### src/rtl/fenc_pkg.sv
package fenc_pkg;

   typedef enum logic [1:0] {
      ST_IDLE = 2'd0,
      ST_OPEN = 2'd1,
      ST_COMP = 2'd2
   } fenc_state_e;

   localparam int unsigned FENC_NUM_CODES = 3;

endpackage

### src/rtl/fenc_code_match.sv
module fenc_code_match #(
   parameter int unsigned DATA_W    = 8,
   parameter int unsigned NUM_CODES = 3,
   parameter logic [NUM_CODES*DATA_W-1:0] CODES = '0
) (
   input  logic [DATA_W-1:0] byte_in,
   output logic              hit
);

   logic [NUM_CODES-1:0] hit_vec;

   for (genvar g = 0; g < NUM_CODES; g++) begin : g_cmp
      assign hit_vec[g] = (byte_in == CODES[g*DATA_W +: DATA_W]);
   end

   assign hit = |hit_vec;

endmodule

### src/rtl/fenc_out_reg.sv
module fenc_out_reg #(
   parameter int unsigned DATA_W = 8
) (
   input  logic              clk,
   input  logic              rst,
   input  logic              load,
   input  logic [DATA_W-1:0] load_data,
   input  logic              out_ready,
   output logic              out_valid,
   output logic [DATA_W-1:0] out_data
);

   always_ff @(posedge clk) begin
      if (rst) begin
         out_valid <= 1'b0;
         out_data  <= '0;
      end else if (load) begin
         out_valid <= 1'b1;
         out_data  <= load_data;
      end else if (out_ready) begin
         out_valid <= 1'b0;
      end
   end

endmodule

### src/rtl/fenc_ctrl.sv
module fenc_ctrl
   import fenc_pkg::*;
#(
   parameter int unsigned DATA_W = 8,
   parameter logic [DATA_W-1:0] START_CODE = 8'h7D,
   parameter logic [DATA_W-1:0] STOP_CODE  = 8'h5D,
   parameter logic [DATA_W-1:0] ESC_CODE   = 8'hDB
) (
   input  logic              clk,
   input  logic              rst,
   input  logic              frame_active,
   input  logic              in_valid,
   input  logic [DATA_W-1:0] in_data,
   input  logic              reserved_hit,
   input  logic              out_valid,
   input  logic              out_ready,
   output logic              in_ready,
   output logic              load,
   output logic [DATA_W-1:0] load_data
);

   fenc_state_e       state_q, state_d;
   logic [DATA_W-1:0] comp_q, comp_d;
   logic              slot_free;
   logic              take;

   assign slot_free = !out_valid || out_ready;
   assign in_ready  = (state_q == ST_OPEN) && frame_active && out_ready;
   assign take      = in_valid && in_ready;

   always_comb begin
      state_d   = state_q;
      comp_d    = comp_q;
      load      = 1'b0;
      load_data = in_data;
      unique case (state_q)
         ST_IDLE: begin
            if (frame_active && slot_free) begin
               load      = 1'b1;
               load_data = START_CODE;
               state_d   = ST_OPEN;
            end
         end
         ST_OPEN: begin
            if (!frame_active) begin
               if (slot_free) begin
                  load      = 1'b1;
                  load_data = STOP_CODE;
                  state_d   = ST_IDLE;
               end
            end else if (take) begin
               load = 1'b1;
               if (reserved_hit) begin
                  load_data = ESC_CODE;
                  comp_d    = ~in_data;
                  state_d   = ST_COMP;
               end else begin
                  load_data = in_data;
               end
            end
         end
         ST_COMP: begin
            if (slot_free) begin
               load      = 1'b1;
               load_data = comp_q;
               state_d   = ST_OPEN;
            end
         end
         default: state_d = ST_IDLE;
      endcase
   end

   always_ff @(posedge clk) begin
      if (rst) begin
         state_q <= ST_IDLE;
         comp_q  <= '0;
      end else begin
         state_q <= state_d;
         comp_q  <= comp_d;
      end
   end

endmodule

### src/rtl/fenc_encoder.sv
module fenc_encoder
   import fenc_pkg::*;
#(
   parameter int unsigned DATA_W = 8,
   parameter logic [DATA_W-1:0] START_CODE = 8'h7D,
   parameter logic [DATA_W-1:0] STOP_CODE  = 8'h5D,
   parameter logic [DATA_W-1:0] ESC_CODE   = 8'hDB
) (
   input  logic              clk,
   input  logic              rst,
   input  logic              frame_active,
   input  logic              in_valid,
   input  logic [DATA_W-1:0] in_data,
   output logic              in_ready,
   output logic              out_valid,
   output logic [DATA_W-1:0] out_data,
   input  logic              out_ready
);

   localparam logic [FENC_NUM_CODES*DATA_W-1:0] CODE_SET = {ESC_CODE, STOP_CODE, START_CODE};

   if (DATA_W < 2) begin : g_bad_width
      $error("fenc_encoder: DATA_W must be at least 2");
   end
   if (START_CODE == STOP_CODE || START_CODE == ESC_CODE || STOP_CODE == ESC_CODE) begin : g_bad_codes
      $error("fenc_encoder: delimiter and escape codes must all differ");
   end

   logic              hit;
   logic              load;
   logic [DATA_W-1:0] load_data;

   fenc_code_match #(
      .DATA_W   (DATA_W),
      .NUM_CODES(FENC_NUM_CODES),
      .CODES    (CODE_SET)
   ) match_i (
      .byte_in(in_data),
      .hit    (hit)
   );

   fenc_ctrl #(
      .DATA_W    (DATA_W),
      .START_CODE(START_CODE),
      .STOP_CODE (STOP_CODE),
      .ESC_CODE  (ESC_CODE)
   ) ctrl_i (
      .clk         (clk),
      .rst         (rst),
      .frame_active(frame_active),
      .in_valid    (in_valid),
      .in_data     (in_data),
      .reserved_hit(hit),
      .out_valid   (out_valid),
      .out_ready   (out_ready),
      .in_ready    (in_ready),
      .load        (load),
      .load_data   (load_data)
   );

   fenc_out_reg #(
      .DATA_W(DATA_W)
   ) oreg_i (
      .clk      (clk),
      .rst      (rst),
      .load     (load),
      .load_data(load_data),
      .out_ready(out_ready),
      .out_valid(out_valid),
      .out_data (out_data)
   );

endmodule

### config.mk
export PLATFORM = sky130hd
export DESIGN_NAME = fenc_encoder
export DESIGN_NICKNAME = d
export VERILOG_FILES = /design/src/rtl/fenc_pkg.sv /design/src/rtl/fenc_code_match.sv /design/src/rtl/fenc_out_reg.sv /design/src/rtl/fenc_ctrl.sv /design/src/rtl/fenc_encoder.sv
export SDC_FILE = /design/constraint.sdc
export NUM_CORES = 1
export LEC_CHECK = 0
export ABC_AREA = 1
export CORE_UTILIZATION = 40
export DETAILED_ROUTE_END_ITERATION = 7
export PLACE_DENSITY = 0.72
export SYNTH_ARGS = -nofsm -noshare
export SYNTH_HDL_FRONTEND = slang
export SYNTH_SLANG_ARGS = --single-unit
### constraint.sdc
create_clock -name clk -period 2.12 [get_ports clk]
set_clock_uncertainty 0.2 [all_clocks]
set_input_delay 0.424 -clock clk [delete_from_list [all_inputs] [get_ports clk]]
set_output_delay 0.424 -clock clk [all_outputs]
set_load 0.1 [all_outputs]
==> flow_metrics.env <==
export IMPL_fin_nets=239
export IMPL_worst_slack_ps=76.5
export IMPL_syn_area_um2=1190
export IMPL_row_count=19
export IMPL_die_area_um2=3210
export IMPL_p_int_mw=0.594
export IMPL_gp_congestion=0.905
export IMPL_postRouteAntennaNets=0
export IMPL_n_fill_cell=277
export IMPL_cts_buffer_depth=2
export IMPL_drc=0
export IMPL_clkSlewWorstSetupHoldPaths_ps=100
export IMPL_start_util_pct=43.0
export IMPL_min_period_over_period_pct=96.4
export IMPL_hold_viol=0
export IMPL_r2r_cells=8
export IMPL_grt_pass1_vias=1122
export IMPL_clock_fmax_mhz=489
export IMPL_port_buffers=22
export IMPL_worstMarginPinSlew_ps=384
export IMPL_finalSetupTns_ps=0
export IMPL_grt_max_degree=13
export IMPL_grt_remaining_overflow=0
export IMPL_syn_nets=205
export IMPL_syn_inst=192
export IMPL_first_pass_iters=4
export IMPL_placeableCoreArea_um2=2780
export IMPL_cts_root_buf="clkbuf_4"
export IMPL_p_total_mw=1.03
export IMPL_power_leakage_nw=0.802
export IMPL_die_h_um=56.7
export IMPL_endpoint_kind="output port"
export IMPL_pwr_share_seq_pct=39.0
export IMPL_power_density_nw_per_um2=654
export IMPL_switching_share_pct=42.4
export IMPL_cts_sinks=19
export IMPL_antenna_found_initial=0
export IMPL_insertion_delay_ps=300
export IMPL_finalSetupViolations=0
export IMPL_ir_drop_v=0.000564
export IMPL_io_pins=23
export IMPL_yosysSeqAreaShare_pct=31.8
export IMPL_htreeDepth=1
export IMPL_cts_buffers=3
export IMPL_antennaDiodeCount=0
export IMPL_syn_mean_instance_area_um2=6.22
export IMPL_crit_type="input pin to output port"
export IMPL_drive_gt1_share_pct=18.7
export IMPL_grt_pass1_wl_mm=5.04
export IMPL_yosysWarnings=0
export IMPL_clockPowerShare_pct=17.9
export IMPL_wl_per_cell_um=11.2
export IMPL_min_period_ps=2040
export IMPL_cp_max_fo=2
export IMPL_vias=1262
export IMPL_status="complete, no violations"
export IMPL_first_iter_violations=33
export IMPL_synth_seq_cells=19
export IMPL_viasPerCell=4.93
export IMPL_cap_violations=0
export IMPL_drt_wl_total_mm=2.87
export IMPL_cts_tree="done"
export IMPL_rsz0062_at_grt="no"
export IMPL_hpwlAfterDp_mm=2.25
export IMPL_pwr_share_comb_pct=43.1
export IMPL_dieWidth_um=56.7
export IMPL_synth_largest_area_cell="dfxtp_1"
export IMPL_postCtsSetupRepairBufs=0
export IMPL_dp_slack_ps=67.8
export IMPL_required_ps=1500
export IMPL_hp_class="flip-flop to flip-flop"
export IMPL_slew_headroom_pct=74.3
export IMPL_slew_violations=0
export IMPL_grt_usage_pct=20.4
export IMPL_worstSetupStartpointType="input pin"
export IMPL_syn2layout_area_growth_pct=31.9
export IMPL_ys_types=22
export IMPL_worstHoldPathCells=2
export IMPL_synth_area_leaders="dfxtp_1, nand2_1, inv_1"
export IMPL_p_switching_mw=0.437
export IMPL_worstPathArrival_ps=1420
export IMPL_yosys_area_top_type_share_pct=31.8
-- state kept, by name, indices dropped and copies added (netlist names) --
signal and cells:
ctrl_i.comp_q 8, oreg_i.out_data 8, ctrl_i.state_q 2, oreg_i.out_valid 1
-- worst max-delay path, stage by stage --
cell and delay, ps:
clkdlybuf4s50_1 480, buf_4 130, nand3_2 100, inv_1 110, buf_12 180
-- layout make-up --
type,count,area [um2],share of cell area [%]
multi-input cells,141,691,43.8
inverters,30,113,7.14
clock inverters,1,5.00,0.317
well taps,31,38.8,2.46
clock buffers,3,22.5,1.43
repair buffers,31,325,20.6
flip-flops and latches,19,382,24.2
-- path summary, 6_finish.rpt --
path	startpoint	endpoint	slack [ps]
hold / removal	ctrl_i.comp_q[4]	ctrl_i.comp_q[4]	250
hold reg to reg	ctrl_i.comp_q[4]	ctrl_i.comp_q[4]	250
setup reg to reg	ctrl_i.state_q[1]	oreg_i.out_data[5]	470
setup / recovery	out_ready	in_ready	80
-- through the flow --
stage	cells	instance area (um2)	utilization, %	hold WS (ps)
3_3_place_gp	252	1550	55.6	234
2_1_floorplan	192	1190	-	222
3_5_place_dp	252	1550	55.6	244
5_1_grt	256	1580	56.7	280
6_report	256	1580	56.7	254
4_1_cts	256	1580	56.6	260
-- Yosys cell counts --
library cell and count:
nand2_4 2, a21oi_4 1, clkbuf_1 1, nand2_1 60
buf_4 1, nand2_2 5, inv_2 2, o211ai_1 2
nor2_2 1, nand3_1 7, o21ai_0 5, nand3_4 1
dfxtp_1 19, a21oi_1 11, a21oi_2 1, nor2_4 3
inv_1 28, nor2_1 21, o21ai_1 10, nand3b_1 2
nand3_2 2, nor3_1 7
-- layer usage --
layer | GRT usage (%) | share of wire [%]
met1 | 27.9 | 49
met2 | 30.9 | 44
met3 | 3.46 | 6.0
met4 | 9.41 | 1.6
met5 | 0 | 0
-- power by group through the flow --
| stage | Clock [mW] | Combinational (mW) | Sequential (mW) |
|---|---|---|---|
| 2_1_floorplan | 0 | 0.143 | 0.566 |
| 3_3_place_gp | 0 | 0.442 | 0.411 |
| 3_5_place_dp | 0 | 0.443 | 0.410 |
| 4_1_cts | 0.194 | 0.445 | 0.402 |
| 5_1_grt | 0.209 | 0.476 | 0.405 |
| 6_report | 0.184 | 0.444 | 0.402 |
-- cells by family after synthesis --
| family | after synthesis | share of synthesized area, % |
|---|---|---|
| AO/OA/AOI/OAI | 30 | 14.2 |
| AND/OR/NAND/NOR | 111 | 43.6 |
| flip-flops | 19 | 31.8 |
| buffers and inverters | 32 | 10.4 |
-- placed cells by master, fill, tap and decap left out --
master,n
a21oi_1,11
nand3b_1,2
o21ai_1,10
nand3_4,1
nor2_2,1
clkinv_2,1
nand2_2,5
nor2_1,21
buf_4,14
clkbuf_4,3
buf_12,5
o21ai_0,5
inv_2,2
nor2_4,3
clkdlybuf4s50_1,12
dfxtp_2,1
nor3_1,7
o211ai_1,2
nand3_1,7
a21oi_2,1
nand2_1,60
a21oi_4,1
nand2_4,2
inv_1,28
nand3_2,2
dfxtp_1,18
-- timing repair --
item	in CTS	in global routing
gates resized for setup	0	1
hold buffers	0	0
setup endpoints to repair	0	1
Note: power is estimated with default switching activity, not from simulation.
